$ cat config.mk
export PLATFORM = sky130hd
export DESIGN_NAME = mem_err_react
export DESIGN_NICKNAME = d
export VERILOG_FILES = /design/src/rtl/mer_pkg.sv /design/src/rtl/mer_rst_sync.sv /design/src/rtl/mer_sat_cnt.sv /design/src/rtl/mer_react.sv /design/src/rtl/mem_err_react.sv
export SDC_FILE = /design/constraint.sdc
export NUM_CORES = 1
export LEC_CHECK = 0
export BUFFER_PORTS_ARGS = -buffer_cell sky130_fd_sc_hd__buf_2
export CORE_UTILIZATION = 30
export DETAILED_ROUTE_END_ITERATION = 7
export PLACE_DENSITY = 0.55
export SYNTH_ARGS = -nofsm -noshare
export SYNTH_HDL_FRONTEND = slang
export SYNTH_SLANG_ARGS = --single-unit
$ cat constraint.sdc
create_clock -name clk -period 2.2 [get_ports clk]
set_clock_uncertainty 0.15 [all_clocks]
set_input_delay 0.44 -clock clk [delete_from_list [all_inputs] [get_ports clk]]
set_output_delay 0.44 -clock clk [all_outputs]
set_load 0.005 [all_outputs]
$ cat src/rtl/mer_pkg.sv
`timescale 1ns/1ps
package mer_pkg;
  localparam int LOC_W = 3;
  localparam logic [LOC_W-1:0] LOC_RXDATA = 3'd0;
  localparam logic [LOC_W-1:0] LOC_TXDATA = 3'd1;
  localparam logic [LOC_W-1:0] LOC_RXDESC = 3'd2;
  localparam logic [LOC_W-1:0] LOC_TXDESC = 3'd3;
  localparam logic [LOC_W-1:0] LOC_DCACHE = 3'd4;
  localparam int CAUSE_W = 4;
  localparam int C_RXDESC = 0;
  localparam int C_TXDESC = 1;
  localparam int C_RXCACHE = 2;
  localparam int C_TXCACHE = 3;
endpackage

$ cat src/rtl/mer_rst_sync.sv
`timescale 1ns/1ps
module mer_rst_sync (
  input  logic clk,
  input  logic rst_n,
  output logic rst_n_sync
);
  logic [1:0] sync_q;

  always_ff @(posedge clk or negedge rst_n) begin
    if (!rst_n) sync_q <= 2'b00;
    else        sync_q <= {sync_q[0], 1'b1};
  end

  assign rst_n_sync = sync_q[1];
endmodule

$ cat src/rtl/mer_sat_cnt.sv
`timescale 1ns/1ps
module mer_sat_cnt #(
  parameter int W = 8
) (
  input  logic         clk,
  input  logic         rst_n,
  input  logic         clr,
  input  logic         inc,
  output logic [W-1:0] q
);
  localparam logic [W-1:0] TOP = '1;

  logic         q_en;
  logic [W-1:0] q_nxt;

  always_comb begin
    q_en  = clr | (inc & (q != TOP));
    q_nxt = clr ? '0 : q + 1'b1;
  end

  always_ff @(posedge clk or negedge rst_n) begin
    if (!rst_n)    q <= '0;
    else if (q_en) q <= q_nxt;
  end

  // one step per pulse below the top value
  p_step_r1: assert property (@(posedge clk) disable iff (!rst_n)
    (inc && !clr && q != TOP) |=> q == $past(q) + 1'b1);
  // pinned at the top value
  p_no_overflow_r3: assert property (@(posedge clk) disable iff (!rst_n)
    (q == TOP && !clr) |=> q == TOP);
  // software reset clears
  p_clear_r10: assert property (@(posedge clk) disable iff (!rst_n)
    clr |=> q == '0);
  p_idle_hold_r1: assert property (@(posedge clk) disable iff (!rst_n)
    (!inc && !clr) |=> $stable(q));
endmodule

$ cat src/rtl/mer_react.sv
`timescale 1ns/1ps
module mer_react
  import mer_pkg::*;
#(
  parameter int NUM_MEM = 3,
  parameter int RX_MEM  = 1
) (
  input  logic                     clk,
  input  logic                     rst_n,
  input  logic                     clr,
  input  logic                     en,
  input  logic [NUM_MEM-1:0]       unc,
  input  logic [NUM_MEM*LOC_W-1:0] loc,
  input  logic                     rx_eop,
  input  logic                     tx_eop,
  output logic                     rx_mark,
  output logic                     tx_bad_fcs,
  output logic                     rx_halt,
  output logic                     tx_halt,
  output logic [CAUSE_W-1:0]       cause
);
  logic               hit_rx, hit_tx;
  logic [CAUSE_W-1:0] cause_set;
  logic               rx_mark_nxt, tx_fcs_nxt;
  logic [CAUSE_W-1:0] cause_nxt;
  logic [LOC_W-1:0]   tag;

  always_comb begin
    hit_rx    = 1'b0;
    hit_tx    = 1'b0;
    cause_set = '0;
    tag       = '0;
    for (int m = 0; m < NUM_MEM; m++) begin
      tag = loc[m*LOC_W +: LOC_W];
      if (en && unc[m]) begin
        case (tag)
          LOC_RXDATA: hit_rx = 1'b1;
          LOC_TXDATA: hit_tx = 1'b1;
          LOC_RXDESC: cause_set[C_RXDESC] = 1'b1;
          LOC_TXDESC: cause_set[C_TXDESC] = 1'b1;
          LOC_DCACHE: begin
            if (m == RX_MEM) cause_set[C_RXCACHE] = 1'b1;
            else             cause_set[C_TXCACHE] = 1'b1;
          end
          default: ;
        endcase
      end
    end
  end

  always_comb begin
    rx_mark_nxt = clr ? 1'b0 : (hit_rx | (rx_mark & ~rx_eop));
    tx_fcs_nxt  = clr ? 1'b0 : (hit_tx | (tx_bad_fcs & ~tx_eop));
    cause_nxt   = clr ? '0 : (cause | cause_set);
  end

  always_ff @(posedge clk or negedge rst_n) begin
    if (!rst_n) begin
      rx_mark    <= 1'b0;
      tx_bad_fcs <= 1'b0;
      cause      <= '0;
    end else begin
      rx_mark    <= rx_mark_nxt;
      tx_bad_fcs <= tx_fcs_nxt;
      cause      <= cause_nxt;
    end
  end

  assign rx_halt = cause[C_RXDESC] | cause[C_RXCACHE];
  assign tx_halt = cause[C_TXDESC] | cause[C_TXCACHE];

  // halts persist until software reset
  p_rx_halt_hold_r8: assert property (@(posedge clk) disable iff (!rst_n)
    (rx_halt && !clr) |=> rx_halt);
  p_tx_halt_hold_r8: assert property (@(posedge clk) disable iff (!rst_n)
    (tx_halt && !clr) |=> tx_halt);
  // nothing new while disabled
  p_quiet_off_r9: assert property (@(posedge clk) disable iff (!rst_n)
    (!en && !clr) |=> (cause == $past(cause)));
  p_mark_off_r9: assert property (@(posedge clk) disable iff (!rst_n)
    (!en && !rx_mark && !tx_bad_fcs) |=> (!rx_mark && !tx_bad_fcs));
  // end strobe without a new hit drops the mark
  p_mark_drop_r4: assert property (@(posedge clk) disable iff (!rst_n)
    (rx_eop && !en) |=> !rx_mark);
  // software reset clears every reaction
  p_react_clear_r10: assert property (@(posedge clk) disable iff (!rst_n)
    clr |=> (cause == '0 && !rx_mark && !tx_bad_fcs));
endmodule

$ cat src/rtl/mem_err_react.sv
`timescale 1ns/1ps
module mem_err_react
  import mer_pkg::*;
#(
  parameter int NUM_MEM = 3,
  parameter int CNT_W   = 8,
  parameter int RX_MEM  = 1
) (
  input  logic                     clk,
  input  logic                     rst_n,
  input  logic                     sw_rst,
  input  logic                     react_en,
  input  logic [NUM_MEM-1:0]       corr_pulse,
  input  logic [NUM_MEM-1:0]       uncorr_pulse,
  input  logic [NUM_MEM*LOC_W-1:0] err_loc,
  input  logic                     rx_eop,
  input  logic                     tx_eop,
  output logic [NUM_MEM*CNT_W-1:0] corr_cnt,
  output logic [NUM_MEM*CNT_W-1:0] uncorr_cnt,
  output logic                     rx_mark,
  output logic                     tx_bad_fcs,
  output logic                     rx_halt,
  output logic                     tx_halt,
  output logic [CAUSE_W-1:0]       irq_cause
);
  logic rst_n_int;

  mer_rst_sync u_rst (
    .clk        (clk),
    .rst_n      (rst_n),
    .rst_n_sync (rst_n_int)
  );

  for (genvar m = 0; m < NUM_MEM; m++) begin : g_mem
    mer_sat_cnt #(.W(CNT_W)) u_corr (
      .clk   (clk),
      .rst_n (rst_n_int),
      .clr   (sw_rst),
      .inc   (corr_pulse[m]),
      .q     (corr_cnt[m*CNT_W +: CNT_W])
    );
    mer_sat_cnt #(.W(CNT_W)) u_unc (
      .clk   (clk),
      .rst_n (rst_n_int),
      .clr   (sw_rst),
      .inc   (uncorr_pulse[m]),
      .q     (uncorr_cnt[m*CNT_W +: CNT_W])
    );
  end

  mer_react #(.NUM_MEM(NUM_MEM), .RX_MEM(RX_MEM)) u_react (
    .clk        (clk),
    .rst_n      (rst_n_int),
    .clr        (sw_rst),
    .en         (react_en),
    .unc        (uncorr_pulse),
    .loc        (err_loc),
    .rx_eop     (rx_eop),
    .tx_eop     (tx_eop),
    .rx_mark    (rx_mark),
    .tx_bad_fcs (tx_bad_fcs),
    .rx_halt    (rx_halt),
    .tx_halt    (tx_halt),
    .cause      (irq_cause)
  );

  // a corrected-only cycle sets no reaction
  p_corr_silent_r1: assert property (@(posedge clk) disable iff (!rst_n_int)
    (uncorr_pulse == '0 && !sw_rst) |=> (irq_cause == $past(irq_cause)));
endmodule

Yosys cells after proc, flatten, opt, wreduce, memory -nomap -nowiden. Index checks and enable logic that the tools add are counted. W data, S select, Z words.

Add/subtract/negate cells: 6. Bitwise logic cells: 21. Multiplexer cells: 35. Eq/ne operators: 18. Reduce and logical (&&, ||, !) cells: 6.

Operator list (number): $add A8 B1 Y8 const B (6); $mux W8 (6); $ne A8 B8 Y1 const B (6); $mux W1 (25); $eq A3 B2 Y1 const B (6); $or A1 B1 Y1 (10); $eq A3 B1 Y1 const B (3); $eq A3 B3 Y1 const B (3); $logic_not A3 Y1 (3); $and A1 B1 Y1 (8); $mux W2 (2); $mux W4 (1); $or A4 B4 Y4 (1); $logic_and A1 B1 Y1 (3); $mux W3 (1); $not A1 Y1 (2).

Output and inout port bits: 56. Logic and storage cells: 96. Register bits after elaboration: 56. Input port bits: 21.

Depth between registers and ports, before layout.
Depth after elaboration: 9. Gate-level depth with buffers: 5. Gate-level depth less buffers: 4.

Cells and area by module. Synthesis repeated with hierarchy kept, for this count alone.

Cell total of the unflattened synthesis: 318. Area, all modules: 3294.4 um2.

Modules (own cells, without submodules): mer_sat_cnt (instances 6, sequential area each 200.2 um2, cells an instance 46, area each 478.0 um2); mer_react (instances 1, sequential area each 150.1 um2, cells an instance 39, area each 372.9 um2); mer_rst_sync (instances 1, sequential area each 50.0 um2, cells an instance 3, area each 53.8 um2).

Least setup slack after synthesis. Ideal clock, no wire load.

Kind: reg2reg. Start: reg g_mem[1].u_unc.q[0]. End: reg g_mem[1].u_unc.q[0]. Arrival time: 1.552 ns. Cell stages (with the launch flop): 6. Slack: 0.373 ns. Setup time: 0.125 ns. Cells stage by stage: dfrtp_1 ha_1 and4_1 buf_4 a41oi_2 mux2_4.

Word-level cells in the longest chain between the ends: 3. Elaborated cells on any way between the ends: 5.

Ends and longest elaborated chain: start: declaration (line mer_sat_cnt.sv:9) `output logic [W-1:0] q`; start signal: assignment (line mer_sat_cnt.sv:23) `else if (q_en) q <= q_nxt;`; parallel branches: the longest is 3 deep, another holds $add A8 B1 Y8.

Parallel ways; which one is timed is not known. A chain may end at the register's enable or synchronous reset.

Worst setup path in the final report. Ends and elaborated chain as after synthesis.

==> results.md <==
* Slowest stage cell, crit path: dfrtp_1
* Netlist Area Pre-Place at 3170 µm²
* Inst Count DP at 512
* Worst slack, placed at 0.348 ns
* Routed via count at 2,769
* Leakage at 1.81 nW
* Startpoint types: flop
* Peak supply drop at 0.000237 V
* Final Cycle Share at 84.5%
* Final hold viol count at 0
* Overall power at 1.92 mW
* Worst Hold Class: reg -> async
* Die area at 11,000 µm²
* Seq pwr share at 57.0%
* Detailed Place HPWL at 5.35 mm
* H-tree levels at 2
* Main area contributors after synthesis: dfrtp_1 44%, a21oi_1 3.5%, and4_1 3.0%
* Net load switching power at 488 µW
* Combinational power share at 11.0%
* Slew of the pin with the lowest slew margin at 0.546 ns
* Maxcap violations at 0
* Post-route DRC at 0
* RSZ-0062 raised after global routing: false
* Prevailing post-synth register cell: dfrtp_1
* Slew margin rel. at 63.6%
* Cell breakdown of the critical path: ha_1 > and4_1 > a41oi_2 > mux2_4
* Worst-path clk slew at 0.10 ns
* Routed WL at 7.58 mm
* PwrDens at 507 nW/µm²
* Clock Latency Late Sink at 0.30 ns
* CP Buf/Inv Count at 0
* Largest net degree at the start of global routing at 34
* Number of flops mapped to enable cells by yosys at 0
* Initial antenna violation count at 0
* Outcome: finished clean
* Global route overflow at 0
* DR pass1 iterations at 7
* Max FO, Critical Path at 6
* Nets at 411
* Max-slew violations at 0
* Fraction of registers with async set/reset at 100%
* Core Region at 10,300 µm²
* First-pass GRT wire length at 13.0 mm
* Area leader, netlist: dfrtp_1
* Synth warn at 0
* Vias per inst at 5.33
* Ratio of cells with drive above 1 in the final layout at 28.1%
* Longest Clk Path Bufs at 2
* Finished Layout Cells at 520
* Crit path DAT at 1.91 ns
* Post-route ant nets at 0
* Crit path kind: reg -> reg
* Vias in the first global route at 2,607
* Clock share of power at 32.0%
* Post-layout min period at 1.86 ns
* CP Capture Type: flop
* Number of cells produced by synthesis at 311
* Final setup fails at 0
* Top-area cell type share of the netlist area at 44.3%
* # fillers at 1,067
* Post-CTS sizing at 0
* Die X at 105 µm
* PortBufs at 76
* WL/cell at 14.6 µm
* Post-synthesis sequential area ratio at 44.3%
* Die Ht at 105 µm
* Max incr delay on CP at 0.44 ns
* Clk sink count at 56
* Initial Utilization at 30.8%
* Top-count cell post-synth: dfrtp_1
* Crit path max-delay family: flip-flops
* Syn Nets at 338
* Syn Area/Cell at 10.2 µm²
* Top-Level Pins at 77
* Setup TNS at 0 ns
* CTS tree: built
* Clock root buffer: clkbuf_8
* Fmax at 538 MHz
* Syn-to-layout area delta at 19.8%
* DR iter-0 viols at 94
* Row count at 37
* GRT Overall Usage at 14.4%
* Cts bufs inserted at 5
* Gpl congestion at 0.791
* Req. time, crit path at 2.25 ns
* Hold_ws at 0.112 ns
* Setup WS post-layout at 0.342 ns
* P_int at 1.44 mW
* Sw frac at 25.4%
* Top cells by count, synth: 56 x dfrtp_1, 24 x nand2_1, 22 x a21oi_1, 18 x nor2_1
* Yosys reg bits at 56
* Unique masters post-synth at 48
* Setup Buffers After CTS at 0
* N_diodes at 0
[registers in the layout, summed over array words and instances, names as in the netlist]
name,count
g_mem.u_corr.q,24
g_mem.u_unc.q,24
u_react.cause,4
u_react.rx_mark,1
u_react.tx_bad_fcs,1
u_rst.sync_q,2
[area by class of cell]
class	count	area [µm²]	share of cell area, %
multi-input cells	231	1650	43.4
well taps	136	170	4.49
repair buffers	81	445	11.7
clock buffers	7	96.3	2.54
flip-flops and latches	56	1400	37.0
inverters	9	33.8	0.891
[timing repair]
| action | in CTS | in global routing |
|---|---|---|
| endpoints found under the setup margin | 0 | 0 |
| hold endpoints to repair | 2 | 0 |
| hold buffers | 1 | 0 |
[worst paths after layout]
check | cells past startpoint | startpoint | slack (ns) | endpoint
min | 0 | u_rst.sync_q[1]$_DFF_PN0_ | 0.11 | g_mem[1].u_unc.q[1]$_DFFE_PN0P_
min in group clk | 0 | u_rst.sync_q[0]$_DFF_PN0_ | 0.21 | u_rst.sync_q[1]$_DFF_PN0_
max reg2reg | 4 | g_mem[1].u_unc.q[0]$_DFFE_PN0P_ | 0.34 | g_mem[1].u_unc.q[0]$_DFFE_PN0P_
max | 4 | g_mem[1].u_unc.q[0]$_DFFE_PN0P_ | 0.34 | g_mem[1].u_unc.q[0]$_DFFE_PN0P_
min reg2reg | 0 | u_rst.sync_q[1]$_DFF_PN0_ | 0.11 | g_mem[1].u_unc.q[1]$_DFFE_PN0P_
max in group asynchronous | 1 | u_rst.sync_q[1]$_DFF_PN0_ | 1.23 | g_mem[0].u_unc.q[3]$_DFFE_PN0P_
[cell usage in the layout, fill, tap and decap left out, types with 3 or more instances in the layout]
cell type	netlist	routed
a21oi_1	22	22
and3_1	4	4
mux2i_1	6	6
nor3_1	15	15
o21ai_0	3	3
a41oi_1	5	5
nor4b_1	4	4
or4_1	5	5
ha_1	6	6
inv_1	9	9
o211a_1	3	3
a31oi_1	11	11
nand4_1	11	11
a311oi_1	3	3
a211oi_1	10	10
and4b_1	5	5
nand3_1	8	8
o41ai_1	3	3
or4b_1	4	4
buf_2	5	76
mux2_2	5	5
mux2_4	4	4
dfrtp_1	56	55
and4_1	11	11
nor2b_1	15	15
clkbuf_8	0	7
nor2_1	18	18
nand2_1	24	24
[layer usage]
layer,GRT usage [%],share of wire (%)
met1,19.5,48
met2,24.1,49
met3,2.25,2.8
met4,3.12,0.40
met5,0,0
[through the flow]
step,utilization (%),area (µm²)
floorplan,-,3170
global placement,35.9,3690
detailed placement,35.9,3690
CTS,36.9,3790
global route,36.9,3790
finish,36.9,3790
[power by group through the flow]
stage | Combinational, mW | Sequential [mW] | Clock, mW
floorplan | 0.110 | 1.12 | 0
global placement | 0.212 | 1.11 | 0
detailed placement | 0.215 | 1.12 | 0
CTS | 0.217 | 1.10 | 0.653
global route | 0.240 | 1.10 | 0.693
finish | 0.211 | 1.10 | 0.616
[kinds of logic (layout without fill, tap and decap cells)]
family                     after synthesis  in the layout  synth area share, %
and+or+nand+nor                        135            135                 25.8
adders and majority gates                6              6                 2.37
buffers and inverters                   24             97                 3.75
DFF                                     56             56                 44.3
muxes                                   17             17                 6.28
AOI/OAI and AO/OA                       72             72                 17.4
other                                    1              1                0.118
(Power assumes the default switching activity.)
